==> src/rtl/pkt_framer_pkg.sv <==
package pkt_framer_pkg;

    localparam int BYTE_W = 8;

    localparam logic [BYTE_W-1:0] SOP_CODE  = 8'h7A;
    localparam logic [BYTE_W-1:0] EOP_CODE  = 8'h7B;
    localparam logic [BYTE_W-1:0] CHAN_CODE = 8'h7C;
    localparam logic [BYTE_W-1:0] ESC_CODE  = 8'h7D;
    localparam logic [BYTE_W-1:0] FLIP_MASK = 8'h20;

    typedef enum logic [2:0] {
        TX_IDLE, TX_SOP, TX_CHM, TX_CHN, TX_EOP, TX_BYTE, TX_ESCB, TX_NEXT
    } tx_state_e;

    typedef enum logic [1:0] {
        RX_HUNT, RX_CHM, RX_CHN, RX_PAY
    } rx_state_e;

    typedef struct packed {
        tx_state_e         st;
        logic [BYTE_W-1:0] hold;
        logic              last;
    } tx_regs_t;

    typedef struct packed {
        rx_state_e         st;
        logic              esc;
        logic              eop;
        logic              first;
        logic              drop;
        logic              ovalid;
        logic [BYTE_W-1:0] odata;
        logic              ofirst;
        logic              olast;
    } rx_regs_t;

    localparam tx_regs_t TX_RST = '{st: TX_IDLE, hold: '0, last: 1'b0};
    localparam rx_regs_t RX_RST = '{st: RX_HUNT, esc: 1'b0, eop: 1'b0, first: 1'b0,
                                    drop: 1'b0, ovalid: 1'b0, odata: '0,
                                    ofirst: 1'b0, olast: 1'b0};

    function automatic logic is_special(input logic [BYTE_W-1:0] b);
        return (b >= SOP_CODE) && (b <= ESC_CODE);
    endfunction

endpackage

==> src/rtl/pkt_tx_encoder.sv <==
module pkt_tx_encoder
    import pkt_framer_pkg::*;
#(
    parameter logic [BYTE_W-1:0] CHAN_ID = 8'h00
) (
    input  logic              clk,
    input  logic              rst_n,
    input  logic [BYTE_W-1:0] in_data,
    input  logic              in_valid,
    input  logic              in_last,
    output logic              in_ready,
    output logic [BYTE_W-1:0] out_data,
    output logic              out_valid,
    input  logic              out_ready
);

    tx_regs_t q, d;
    logic     take;
    logic     new_pkt;

    always_comb begin
        d         = q;
        out_valid = 1'b0;
        out_data  = '0;
        in_ready  = 1'b0;
        take      = 1'b0;
        new_pkt   = (q.st == TX_IDLE) || q.last;
        case (q.st)
            TX_IDLE, TX_NEXT: take = 1'b1;
            TX_SOP: begin
                out_valid = 1'b1;
                out_data  = SOP_CODE;
                if (out_ready) d.st = TX_CHM;
            end
            TX_CHM: begin
                out_valid = 1'b1;
                out_data  = CHAN_CODE;
                if (out_ready) d.st = TX_CHN;
            end
            TX_CHN: begin
                out_valid = 1'b1;
                out_data  = CHAN_ID;
                if (out_ready) d.st = q.last ? TX_EOP : TX_BYTE;
            end
            TX_EOP: begin
                out_valid = 1'b1;
                out_data  = EOP_CODE;
                if (out_ready) d.st = TX_BYTE;
            end
            TX_BYTE: begin
                out_valid = 1'b1;
                out_data  = is_special(q.hold) ? ESC_CODE : q.hold;
                if (out_ready) begin
                    if (is_special(q.hold)) d.st = TX_ESCB;
                    else                    take = 1'b1;
                end
            end
            TX_ESCB: begin
                out_valid = 1'b1;
                out_data  = q.hold ^ FLIP_MASK;
                if (out_ready) take = 1'b1;
            end
            default: d.st = TX_IDLE;
        endcase

        if (take) begin
            in_ready = 1'b1;
            if (in_valid) begin
                d.hold = in_data;
                d.last = in_last;
                d.st   = new_pkt ? TX_SOP : (in_last ? TX_EOP : TX_BYTE);
            end else begin
                d.st   = new_pkt ? TX_IDLE : TX_NEXT;
            end
        end
    end

    always_ff @(posedge clk or negedge rst_n) begin
        if (!rst_n) q <= TX_RST;
        else        q <= d;
    end

endmodule

==> src/rtl/pkt_rx_decoder.sv <==
module pkt_rx_decoder
    import pkt_framer_pkg::*;
#(
    parameter logic [BYTE_W-1:0] CHAN_ID = 8'h00
) (
    input  logic              clk,
    input  logic              rst_n,
    input  logic [BYTE_W-1:0] in_data,
    input  logic              in_valid,
    output logic              in_ready,
    output logic [BYTE_W-1:0] out_data,
    output logic              out_valid,
    output logic              out_first,
    output logic              out_last,
    input  logic              out_ready
);

    rx_regs_t          q, d;
    logic              emit;
    logic [BYTE_W-1:0] val;

    always_comb begin
        d        = q;
        emit     = 1'b0;
        val      = in_data;
        in_ready = !q.ovalid || out_ready;
        if (out_ready) d.ovalid = 1'b0;

        if (in_valid && in_ready) begin
            if (in_data == SOP_CODE) begin
                d.st  = RX_CHM;
                d.esc = 1'b0;
                d.eop = 1'b0;
            end else begin
                case (q.st)
                    RX_HUNT: ;
                    RX_CHM: d.st = (in_data == CHAN_CODE) ? RX_CHN : RX_HUNT;
                    RX_CHN: begin
                        d.st    = RX_PAY;
                        d.drop  = (in_data != CHAN_ID);
                        d.first = 1'b1;
                        d.esc   = 1'b0;
                        d.eop   = 1'b0;
                    end
                    RX_PAY: begin
                        if (q.esc) begin
                            d.esc = 1'b0;
                            emit  = 1'b1;
                            val   = in_data ^ FLIP_MASK;
                        end else if (in_data == ESC_CODE) begin
                            d.esc = 1'b1;
                        end else if (in_data == EOP_CODE) begin
                            d.eop = 1'b1;
                        end else if (in_data != CHAN_CODE) begin
                            emit  = 1'b1;
                        end
                    end
                    default: d.st = RX_HUNT;
                endcase
            end
        end

        if (emit) begin
            d.first = 1'b0;
            if (q.eop) begin
                d.st  = RX_HUNT;
                d.eop = 1'b0;
            end
            if (!q.drop) begin
                d.ovalid = 1'b1;
                d.odata  = val;
                d.ofirst = q.first;
                d.olast  = q.eop;
            end
        end
    end

    always_ff @(posedge clk or negedge rst_n) begin
        if (!rst_n) q <= RX_RST;
        else        q <= d;
    end

    assign out_data  = q.odata;
    assign out_valid = q.ovalid;
    assign out_first = q.ofirst;
    assign out_last  = q.olast;

endmodule

==> src/rtl/pkt_framer.sv <==
module pkt_framer
    import pkt_framer_pkg::*;
#(
    parameter logic [BYTE_W-1:0] CHAN_ID = 8'h00
) (
    input  logic              clk,
    input  logic              rst_n,
    input  logic [BYTE_W-1:0] s_data,
    input  logic              s_valid,
    input  logic              s_last,
    output logic              s_ready,
    output logic [BYTE_W-1:0] tx_data,
    output logic              tx_valid,
    input  logic              tx_ready,
    input  logic [BYTE_W-1:0] rx_data,
    input  logic              rx_valid,
    output logic              rx_ready,
    output logic [BYTE_W-1:0] m_data,
    output logic              m_valid,
    output logic              m_first,
    output logic              m_last,
    input  logic              m_ready
);

    pkt_tx_encoder #(.CHAN_ID(CHAN_ID)) u_enc (
        .clk       (clk),
        .rst_n     (rst_n),
        .in_data   (s_data),
        .in_valid  (s_valid),
        .in_last   (s_last),
        .in_ready  (s_ready),
        .out_data  (tx_data),
        .out_valid (tx_valid),
        .out_ready (tx_ready)
    );

    pkt_rx_decoder #(.CHAN_ID(CHAN_ID)) u_dec (
        .clk       (clk),
        .rst_n     (rst_n),
        .in_data   (rx_data),
        .in_valid  (rx_valid),
        .in_ready  (rx_ready),
        .out_data  (m_data),
        .out_valid (m_valid),
        .out_first (m_first),
        .out_last  (m_last),
        .out_ready (m_ready)
    );

endmodule

==> config.mk <==
export PLATFORM = sky130hd
export DESIGN_NAME = pkt_framer
export DESIGN_NICKNAME = d
export VERILOG_FILES = /design/src/rtl/pkt_framer_pkg.sv /design/src/rtl/pkt_tx_encoder.sv /design/src/rtl/pkt_rx_decoder.sv /design/src/rtl/pkt_framer.sv
export SDC_FILE = /design/constraint.sdc
export NUM_CORES = 1
export LEC_CHECK = 0
export CAP_MARGIN = 20
export CORE_MARGIN = 2
export CORE_UTILIZATION = 50
export CTS_CLUSTER_DIAMETER = 200
export DETAILED_ROUTE_END_ITERATION = 8
export DONT_BUFFER_PORTS = 1
export PLACE_DENSITY_LB_ADDON = 0.05
export SETUP_SLACK_MARGIN = 0.15
export SYNTH_ARGS = -nofsm -noshare
export SYNTH_HDL_FRONTEND = slang
export SYNTH_SLANG_ARGS = --single-unit
==> constraint.sdc <==
create_clock -name clk -period 2.56 [get_ports clk]
set_input_delay 0.512 -clock clk [delete_from_list [all_inputs] [get_ports clk]]
set_output_delay 0.512 -clock clk [all_outputs]
set_load 0.02 [all_outputs]
==> results.txt <==
Sink Count: 29
core area: 3311 sq um
WP buf/inv: 1
antenna-violating nets left: 0
cell taking the most area after synthesis: dfrtp_1
Initial Util: 51.28%
Mapped Cells: 173
sequential cell fraction of total power: 41.2%
final wirelength: 3483 um
Critical Path Source: u_enc.q[8]
Sw Share: 43.02%
top-area cell type share of the netlist area: 42.74%
Slew @ Worst Pin: 0.6567 ns
H-Tree Level Count: 2
Row Count: 21
yosys warns: 0
post-CTS setup repair buffer count: 0
Post-synth EDFFs: 0
clk_lat worst skew: 0.33 ns
Worst path max stage delay: 0.41 ns
min-delay worst type: input pin to flop
CTS tree: built
Synth async-reset ratio: 100.0%
P&R area growth vs syn: 5.380%
first-pass GRT wire length: 5913 um
total track usage: 19.45%
Nets: 197
critical path endpoint category: primary output
crit path time final: 2.361 ns
number of diodes: 0
WP data required: 2.05 ns
CP Max Fanout: 6
max_slew headroom: 55.76%
Max Cap Violations: 0
largest cells by area after synthesis: dfrtp_1 43%, mux2_2 11%, buf_4 4.0%
VDD IR max: 737.8 uV
Mapped Nets: 199
final setup violation count: 0
Final Wtd Congestion: 0.8235
RSZ-0062 raised after global routing: false
fmax: 0.4235 GHz
Post-synth top cells: 29 x dfrtp_1, 17 x mux2_2, 15 x nor2_1, 13 x a21oi_1, 12 x nand2_1
CP Cell Sequence: and4b_1, nand3_2, a21o_1, a221oi_2, buf_4
final hold violation count: 0
initial antenna violation count: 0
Switch Pwr: 806.7 uW
Syn Area/Cell: 9.814 sq um
Leak: 0.0008018 uW
chip height: 62.28 um
Synth Flop Type: dfrtp_1
largest net degree at the start of global routing: 30
Setup WS post-layout: 0.1988 ns
Worst-path clk slew: 0.10 ns
DR vias/cell: 5.820
port bufs: 0
Detail Placement HPWL: 2525 um
Pins Over Slew Limit: 0
Clock power frac: 14.9%
vias in the first global route: 1,213
Seq/Total Area, Yosys: 42.74%
WS Path Type: flop to primary output
FF+latch count, synth: 29
Ports: 45
Root Driver: clkbuf_4
hold path startpoint: s_last
startpoint types: flop
internal power: 1069 uW
initial drt markers: 100
Arr. time, crit path: 1.85 ns
Final Non-Filler Cells: 217
Die Width: 62.28 um
first-pass iteration count of the detailed router: 4
Crit-path slowest cell: dfrtp_1
Worst Skew: 0.01360 ns
DRC Markers: 0
post-synth cell types: 47
cell with the most instances after synthesis: dfrtp_1
Comb power frac: 43.9%
crit share post-route: 92.23%
status: completed
Max Root-Sink Buffers: 2
post-synthesis cell area: 1698 sq um
total CTS buffers: 5
Placed Instances: 208
Die Area: 3878 sq um
r2r startpoint: u_dec.out_valid
via count: 1,263
Place WS: 0.4262 ns
Power Density: 1048 nW/um^2
GRT Residual Overflow: 0
Avg WL per Cell: 16.05 um
Total Neg Setup Slack: 0 ns
Crit path max-delay family: compound AO/OA/AOI/OAI gates
share of cells above drive strength 1: 22.81%
[repair_timing]
action,4_1_cts,5_1_grt
setup endpoints to repair,1,5
endpoints found under the hold margin,29,0
gates cloned,0,0
hold buffers,2,0
gates resized for setup,1,2
[final cells by class]
cell class,instances,area [sq um]
repair buffers,6,60.06
fillers,333,1521
multi-input cells,123,867.1
clock buffers,7,55.05
flip-flops and latches,29,726.9
well taps,46,57.56
inverters,6,22.52
[power by group through the flow]
stage / registers (uW) / logic [uW] / clock network [uW]
global placement: 766 / 781 / 0
global route: 799 / 915 / 315
CTS: 765 / 822 / 291
floorplan: 658 / 758 / 0
finish: 772 / 824 / 279
detailed placement: 774 / 799 / 0
[sequential cells by signal, indices dropped and copies added, names as in the netlist]
name and count:
u_dec.out_data 8, u_dec.out_first 1, u_dec.out_last 1, u_dec.out_valid 1, u_dec.q 6, u_enc.q 12
[cell usage in the layout, fill, tap and decap left out, types with 3 or more instances in the layout]
cell,count
ha_1,3
a21oi_1,13
o21ai_0,10
nor2b_1,3
inv_1,6
dfrtp_1,28
buf_4,4
mux2_2,17
o21a_1,4
nand2_1,12
clkbuf_4,5
nor2_1,15
nand3_1,6
[cells by family (layout without fill, tap and decap cells)]
logic type               Yosys count  count (layout)  synth area share [%]
multiplexers                      17              17                 11.27
AND/OR/NAND/NOR                   59              59                 20.27
XOR/XNOR                           2               2                 1.032
adder cells (fa/ha/maj)            3               3                 2.211
buffers and inverters             21              19                 6.853
flip-flops                        29              29                 42.74
AO/OA/AOI/OAI                     42              42                 15.62
[worst paths after layout]
path	end	slack [ns]	depth (start not counted)
setup / recovery	tx_data[0]	0.20	5
hold / removal	u_enc.q[0]	0.33	1
setup reg to reg	u_dec.out_data[1]	0.46	5
hold reg to reg	u_dec.q[12]	0.52	2
max in group asynchronous	u_dec.q[15]	1.77	2
min in group asynchronous	u_enc.q[9]	0.62	2
[layer usage]
metal / GRT usage, % / vias to the layer above / wire, um
met5: 0 / - / 0
li1: - / 617 / -
met3: 7.971 / 7 / 310
met4: 5.833 / 0 / 55
met1: 27.34 / 585 / 1642
met2: 27.58 / 54 / 1474
[per-stage QoR]
| step | hold WS [ns] | utilization [%] | cell area [sq um] | total power [uW] |
|---|---|---|---|---|
| after floorplan | 0.2164 | - | 1698 | 1416 |
| after global routing | 0.3047 | 54.04 | 1789 | 2029 |
| after CTS | 0.3155 | 53.82 | 1782 | 1878 |
| after detailed placement | 0.2172 | 51.10 | 1692 | 1573 |
| final | 0.3272 | 54.04 | 1789 | 1875 |
| after global placement | 0.2170 | 51.10 | 1692 | 1547 |
Power figures use the tool's default switching activity.
